--- src/rtl/aop_pkg.sv ---
package aop_pkg;

    // Returns 1 when 1 + x + ... + x^m is irreducible over GF(2):
    // m+1 must be prime and 2 must have multiplicative order m modulo m+1.
    function automatic bit aop_ok(input int m);
        int p;
        int v;
        p = m + 1;
        if (m < 2) return 1'b0;
        for (int d = 2; d < p; d++) begin
            if (p % d == 0) return 1'b0;
        end
        v = 1;
        for (int k = 1; k <= m; k++) begin
            v = (v * 2) % p;
            if (v == 1 && k < m) return 1'b0;
        end
        return (v == 1);
    endfunction

endpackage

--- src/rtl/rdm_xor_tree.sv ---
module rdm_xor_tree #(
    parameter int N = 5
) (
    input  logic [N-1:0] bits_i,
    output logic         sum_o
);
    localparam int LEVELS = (N > 1) ? $clog2(N) : 0;
    localparam int W      = 1 << LEVELS;

    for (genvar l = 0; l <= LEVELS; l++) begin : g_lvl
        localparam int WL = W >> l;
        logic [WL-1:0] v;
        if (l == 0) begin : g_leaf
            assign v = WL'(bits_i);
        end else begin : g_pair
            for (genvar j = 0; j < WL; j++) begin : g_node
                assign v[j] = g_lvl[l-1].v[2*j] ^ g_lvl[l-1].v[2*j+1];
            end
        end
    end

    assign sum_o = g_lvl[LEVELS].v[0];

endmodule

--- src/rtl/rdm_mul_core.sv ---
module rdm_mul_core #(
    parameter int M = 4
) (
    input  logic [M:0] a_i,
    input  logic [M:0] b_i,
    output logic [M:0] p_o
);
    localparam int N = M + 1;

    logic [N-1:0] pp [N];

    // coefficient k gathers a[i]*b[(k-i) mod N]
    for (genvar k = 0; k < N; k++) begin : g_col
        for (genvar i = 0; i < N; i++) begin : g_and
            assign pp[k][i] = a_i[i] & b_i[(k - i + N) % N];
        end
        rdm_xor_tree #(.N(N)) u_tree (
            .bits_i (pp[k]),
            .sum_o  (p_o[k])
        );
    end

endmodule

--- src/rtl/rdm_embed.sv ---
module rdm_embed #(
    parameter int M = 4
) (
    input  logic [M-1:0] canon_i,
    output logic [M:0]   red_o
);
    assign red_o = {1'b0, canon_i};
endmodule

--- src/rtl/rdm_reduce.sv ---
module rdm_reduce #(
    parameter int M = 4
) (
    input  logic [M:0]   red_i,
    output logic [M-1:0] canon_o
);
    logic [M:0] folded;

    assign folded  = red_i[M] ? ~red_i : red_i;
    assign canon_o = folded[M-1:0];

    always_comb begin
        if (&red_i) begin
            a_r3_ones_is_zero: assert (canon_o == '0);
        end
        if (!red_i[M]) begin
            a_r3_low_kept: assert (canon_o == red_i[M-1:0]);
        end
    end
endmodule

--- src/rtl/aop_rdm_mul.sv ---
module aop_rdm_mul #(
    parameter int M       = 4,
    parameter bit OUT_REG = 1'b1
) (
    input  logic         clk,
    input  logic         rst,
    input  logic [M:0]   op_a,
    input  logic [M:0]   op_b,
    input  logic [M-1:0] canon_in,
    output logic [M:0]   canon_as_red,
    output logic [M:0]   prod,
    output logic [M-1:0] prod_canon
);
    localparam logic [M:0] UNIT = (M+1)'(1);

    if (!aop_pkg::aop_ok(M)) begin : g_bad_m
        $error("aop_rdm_mul: all-one polynomial is reducible for this M");
    end

    logic [M:0] conv;

    rdm_mul_core #(.M(M)) u_core (
        .a_i (op_a),
        .b_i (op_b),
        .p_o (conv)
    );

    rdm_embed #(.M(M)) u_embed (
        .canon_i (canon_in),
        .red_o   (canon_as_red)
    );

    rdm_reduce #(.M(M)) u_reduce (
        .red_i   (prod),
        .canon_o (prod_canon)
    );

    if (OUT_REG) begin : g_reg
        always_ff @(posedge clk) begin
            if (rst) prod <= '0;
            else     prod <= conv;
        end

        a_r6_reset_clears: assert property (@(posedge clk)
            rst |=> prod == '0);
        a_r7_parity: assert property (@(posedge clk) disable iff (rst)
            1'b1 |=> (^prod) == $past((^op_a) & (^op_b)));
        a_r8_unit: assert property (@(posedge clk) disable iff (rst)
            op_b == UNIT |=> prod == $past(op_a));
    end else begin : g_comb
        assign prod = conv;

        a_r7_parity: assert property (@(posedge clk) disable iff (rst)
            (^prod) == ((^op_a) & (^op_b)));
        a_r8_unit: assert property (@(posedge clk) disable iff (rst)
            op_b == UNIT |-> prod == op_a);
    end

endmodule

--- config.mk ---
export PLATFORM = sky130hd
export DESIGN_NAME = aop_rdm_mul
export DESIGN_NICKNAME = d
export VERILOG_FILES = /design/src/rtl/aop_pkg.sv /design/src/rtl/rdm_xor_tree.sv /design/src/rtl/rdm_mul_core.sv /design/src/rtl/rdm_embed.sv /design/src/rtl/rdm_reduce.sv /design/src/rtl/aop_rdm_mul.sv
export SDC_FILE = /design/constraint.sdc
export NUM_CORES = 1
export LEC_CHECK = 0
export ABC_AREA = 1
export BUFFER_PORTS_ARGS = -buffer_cell sky130_fd_sc_hd__buf_2
export CORE_MARGIN = 2
export CORE_UTILIZATION = 50
export DETAILED_ROUTE_END_ITERATION = 8
export HOLD_SLACK_MARGIN = 0.1
export PLACE_DENSITY = 0.83
export SETUP_SLACK_MARGIN = 0.05
export SYNTH_ARGS = -nofsm -noshare
export SYNTH_HDL_FRONTEND = slang
export SYNTH_SLANG_ARGS = --single-unit
export TNS_END_PERCENT = 30
--- constraint.sdc ---
create_clock -name clk -period 1.6 [get_ports clk]
set_clock_uncertainty 0.2 [all_clocks]
set_input_delay 0 -clock clk [delete_from_list [all_inputs] [get_ports clk]]
set_output_delay 0 -clock clk [all_outputs]
set_load 0.005 [all_outputs]
==> flow_metrics.py, run 1 <==
metrics = {
    "run_status": {
        "status": "complete, no violations",
    },
    "cts": {
        "clock_sinks": 5,
        "numCtsBuffers": 3,
        "postCtsSetupBuffers": 0,
        "tritoncts": "built",
        "cts.clk_slew.worst_paths_ns": 0.04,
        "clock_tree.root_cell": "clkbuf_4",
        "cts_resized": 0,
        "htreeDepth": 1,
        "clockBufferDepth": 2,
    },
    "timing": {
        "fin_crit_sh_pct": 95.8,
        "rsz0062_at_grt": "true",
        "whs_ns": 0.143,
        "setup_viol_count_final": 0,
        "slew_violations": 0,
        "tns_ns": 0,
        "fmax_mhz": 653,
        "hold_viol_final": 0,
        "post-route-min-period_ns": 1.53,
    },
    "global_routing": {
        "overflow": 0,
        "grt_pass1_vias": 807,
        "grt_pass1_wl_um": 3010,
        "antenna_found_initial": 0,
        "grt_max_degree": 6,
        "grt_use_total_pct": 22.0,
    },
    "place": {
        "dp_hpwl_um": 1270,
        "port_buffers": 20,
        "place.gp.congestion": 0.868,
    },
    "job": {
        "maxCapViolCount": 0,
    },
    "die": {
        "rows": 13,
        "die-area_um2": 1730,
        "ios": 30,
        "coreArea_um2": 1320,
        "die_h_um": 41.6,
        "initial_core_util_pct": 53.6,
        "fp.dieW_um": 41.6,
    },
    "pwr": {
        "leakagePower_nw": 0.674,
        "powerDensity_nw_per_um2": 563,
        "vdd_drop_max_mv": 0.298,
    },
    "critical_path": {
        "start_kind": "primary input",
        "crit_path_end_kind": "flip-flop",
        "cp_data_required_time_ns": 1.54,
        "critical_path_class": "in2reg",
        "worstPathArrival_ns": 1.47,
        "crit_fanout": 5,
    },
    "detailed_routing": {
        "drt_pass1_iterations": 7,
        "drc_errors": 0,
        "ant_nets": 0,
        "wl_um": 1790,
        "wire_per_inst_um": 9.15,
        "initialDrtViolationCount": 34,
        "vias": 934,
        "routed_via_density": 4.77,
    },
    "layout": {
        "top_regs": "prod (5)",
        "nNetsFinal": 198,
        "seqCellArea_um2": 100,
        "n_antenna_cell": 0,
        "multi_input_area_um2": 469,
        "largest_reg_flops": 5,
        "registers.top_by_ff_count": "prod",
        "drive_gt1_share_pct": 14.4,
        "nFillCells": 110,
        "area_growth_syn_to_layout_pct": 30.9,
    },
    "synth": {
        "synth-seq-area-share_pct": 14.2,
        "yosys.cell_types.count": 12,
        "ys_warn_count": 0,
        "synth-seq-cells": 5,
        "synth_nets": 167,
        "syn_avg_cell_area_um2": 4.67,
        "syn_inst": 151,
        "syn_area_um2": 706,
    },
    "min_path": {
        "hp-class": "in2reg",
    },
}
-- layout by cell type, fill, tap and decap left out, drive strengths merged --
cell / instances
buf: 20
clkinv: 1
nor2: 15
dfxtp: 5
inv: 25
a21oi: 5
conb: 1
nand2: 85
clkbuf: 4
xor2: 4
nand3: 5
dlygate4sd3: 11
-- metal layers --
metal  routed length, um  GRT usage, %  share of wire, %
met1                 713          22.1                40
met2                 899          40.9                50
met3                 146          5.22               8.1
met4                  35          11.6               2.0
met5                   0             0                 0
-- through the flow --
| stage | utilization (%) | setup slack (ns) | instance area [um2] | total power, W | cells |
|---|---|---|---|---|---|
| after floorplan | - | 0.790 | 706 | 0.000284 | 151 |
| after global placement | 59.7 | 0.595 | 787 | 0.000341 | 181 |
| after detailed placement | 59.7 | 0.573 | 787 | 0.000347 | 181 |
| after CTS | 70.8 | 0.0785 | 933 | 0.000521 | 197 |
| after global routing | 70.1 | 0.0206 | 923 | 0.000562 | 196 |
| final | 70.1 | 0.0674 | 923 | 0.000520 | 196 |
-- synth_stat cells (all sizes together) --
| library cell | instances | share of area [%] |
|---|---|---|
| nand3 | 5 | 4.3 |
| nor2 | 15 | 8.0 |
| a21oi | 5 | 3.5 |
| buf | 5 | 5.3 |
| conb | 1 | 0.53 |
| xor2 | 4 | 5.0 |
| nand2 | 85 | 45 |
| inv | 25 | 13 |
| dfxtp | 5 | 14 |
| clkinv | 1 | 0.71 |
-- cells by family after synthesis --
group | after synthesis | share of synthesized area (%)
xor+xnor | 4 | 4.96
simple gates | 105 | 57.4
other cells | 1 | 0.531
flops | 5 | 14.2
compound gates | 5 | 3.55
buf+inv | 31 | 19.3
-- power breakdown --
| group | internal (W) | switching, W |
|---|---|---|
| registers | 0.000138 | 0.0000108 |
| logic | 0.0000987 | 0.000124 |
| clock network | 0.0000944 | 0.0000539 |
-- layout make-up --
class / instances / area share [%]
Sequential cell: 5 / 10.8
Inverter: 26 / 10.7
Clock buffer: 4 / 2.85
Tap cell: 15 / 2.03
Timing Repair Buffer: 31 / 22.8
Multi-Input combinational cell: 115 / 50.8
-- path summary, 6_finish.rpt --
| kind | startpoint | to | slack [ns] | depth (start not counted) |
|---|---|---|---|---|
| setup / recovery | op_a[4] | prod[3] | 0.07 | 7 |
| hold / removal | op_b[4] | prod[1] | 0.14 | 7 |
-- worst max-delay path, cell delays in order --
cell and delay, ns:
dlygate4sd3_1 0.53, buf_2 0.15, nand2_1 0.05, dlygate4sd3_1 0.56
nand3_1 0.08, nand2_1 0.06, nor2_1 0.03
-- repair_timing --
item                       4_1_cts  5_1_grt
hold buffers                    12        0
hold endpoints to repair         9        0
setup endpoints to repair        0        2
No activity file was read; power rests on OpenSTA's default activity.
==> inputs of run 2 (changes only) <==
CORE_UTILIZATION = 42   (was 50)
GPL_TIMING_DRIVEN = 0   (was not set)
PLACE_DENSITY = 0.75   (was 0.83)
clock period = 1.4 ns   (was 1.6 ns; I/O delays follow)
==> run 2 against run 1 <==
Compared with the run above: clock-buffer cell count unchanged; first-iteration DRC count down 50%; clock power up 9%; power up 25%; combinational power up 43%; die area up 17%; hold slack better by 0.015 ns; sequential share of layout area down 1.8 points; sequential power up 13%; sequential cell count unchanged.
==> flow_metrics.py, run 2 (same netlist as run 1, synthesis figures left out) <==
metrics = {
    "critical_path": {
        "crit_fanout": 5,
        "crit_path_end_kind": "flip-flop",
        "cp_data_required_time_ns": 1.33,
        "worstPathArrival_ns": 1.24,
        "start_kind": "primary input",
        "startpoint": "op_b[0]",
        "critical_path_class": "in2reg",
    },
    "timing": {
        "slew_violations": 0,
        "whs_ns": 0.158,
        "rsz0062_at_grt": "true",
        "setup_ws_ns": 0.0960,
        "tns_ns": 0,
        "setup_viol_count_final": 0,
        "hold_viol_final": 0,
        "post-route-min-period_ns": 1.30,
        "fin_crit_sh_pct": 93.1,
        "fmax_mhz": 767,
    },
    "detailed_routing": {
        "drt_pass1_iterations": 4,
        "ant_nets": 0,
        "initialDrtViolationCount": 17,
        "drc_errors": 0,
        "vias": 980,
        "wire_per_inst_um": 10.3,
        "wl_um": 2120,
        "routed_via_density": 4.76,
    },
    "cts": {
        "htreeDepth": 1,
        "clock_tree.root_cell": "clkbuf_4",
        "clockBufferDepth": 2,
        "tritoncts": "built",
        "numCtsBuffers": 3,
        "cts.clk_slew.worst_paths_ns": 0.04,
        "clock_sinks": 5,
        "postCtsSetupBuffers": 0,
    },
    "die": {
        "rows": 14,
        "fp.dieW_um": 45.0,
        "ios": 30,
        "initial_core_util_pct": 45.8,
        "coreArea_um2": 1540,
        "die_h_um": 45.0,
        "die-area_um2": 2020,
    },
    "layout": {
        "multi_input_area_um2": 554,
        "n_antenna_cell": 0,
        "final_common_cell": "nand2_1",
        "nFillCells": 129,
        "area_growth_syn_to_layout_pct": 56.7,
        "nNetsFinal": 207,
        "registers.top_by_ff_count": "prod",
        "seqCellArea_um2": 100,
        "largest_reg_flops": 5,
        "final_cell_mix": "63 x nand2_1, 23 x inv_1, 20 x nand2_2, 19 x buf_2, 13 x nor2_1",
        "drive_gt1_share_pct": 33.7,
        "top_regs": "prod (5)",
    },
    "job": {
        "maxCapViolCount": 0,
    },
    "global_routing": {
        "grt_use_total_pct": 20.3,
        "grt_max_degree": 6,
        "overflow": 0,
        "grt_pass1_vias": 825,
        "grt_pass1_wl_um": 3130,
        "antenna_found_initial": 0,
    },
    "pwr": {
        "leakagePower_nw": 0.765,
        "vdd_drop_max_mv": 0.280,
        "powerDensity_nw_per_um2": 589,
    },
    "place": {
        "port_buffers": 24,
        "dp_hpwl_um": 1380,
        "place.gp.congestion": 0.927,
        "dp_slack_ns": 0.353,
    },
    "min_path": {
        "min_to": "prod[0]",
        "min_from": "op_b[1]",
        "hp-class": "in2reg",
        "holdPathStages": 5,
    },
    "run_status": {
        "status": "complete, no violations",
    },
}
==> run 2: cell count changes in the layout (fill, tap and decap cells not counted), sizes merged <==
cell	delta
buf	+9
dlymetal6s4s	+3
dlygate4sd3	-3
==> run 2: how the worst max path moves through the flow <==
| stage | to | slack [ns] | depth (start not counted) |
|---|---|---|---|
| 2_1_floorplan | prod_canon[3] | 0.59 | 1 |
| 3_3_place_gp | prod[4] | 0.38 | 8 |
| 3_5_place_dp | prod[2] | 0.35 | 8 |
| 4_1_cts | prod[2] | 0.08 | 9 |
| 5_1_grt | prod[3] | -0.02 | 10 |
| 6_report | prod[3] | 0.1 | 10 |
==> run 2: critical path, stage by stage <==
cell,delay (ns)
dlygate4sd3_1,0.56
buf_6,0.14
nand2_2,0.07
inv_1,0.06
nand2_1,0.08
nand2_1,0.07
nand2_1,0.09
nand3_1,0.07
nand2_1,0.06
nor2_1,0.03
==> run 2: what timing repair did <==
| action | in CTS | in global routing |
|---|---|---|
| resized for setup | 0 | 44 |
| hold buffers | 11 | 0 |
| hold endpoints to repair | 9 | 0 |
| setup endpoints to repair | 0 | 5 |
==> run 2: where the power goes <==
group / internal (W) / switching, W
clock network: 0.000107 / 0.0000547
logic: 0.000147 / 0.000173
registers: 0.000158 / 0.0000118
total: 0.000412 / 0.000240
==> run 2: layout make-up <==
type	count	share of cell area, %
Buffer	5	3.39
Clock buffer	4	2.38
Inverter	26	8.94
Multi-Input combinational cell	115	50.1
Sequential cell	5	9.05
Tap cell	16	1.81
Timing Repair Buffer	35	24.3
==> run 2: through the flow <==
stage	std cells	utilization, %	instance area, um2	total power, W
after floorplan	151	-	706	0.000324
after global placement	191	54.9	846	0.000408
after detailed placement	191	54.9	846	0.000417
after CTS	206	63.7	982	0.000608
after global routing	206	71.8	1110	0.000703
final	206	71.8	1110	0.000651
==> run 2: per-layer routing <==
| metal | track usage (%) | part of all wire [%] | vias up | wire length (um) |
|---|---|---|---|---|
| li1 | - | - | 512 | - |
| met1 | 22.9 | 38 | 425 | 795 |
| met2 | 39.7 | 56 | 37 | 1190 |
| met3 | 1.20 | 4.2 | 6 | 89 |
| met4 | 6.47 | 2.1 | 0 | 44 |
| met5 | 0 | 0 | - | 0 |
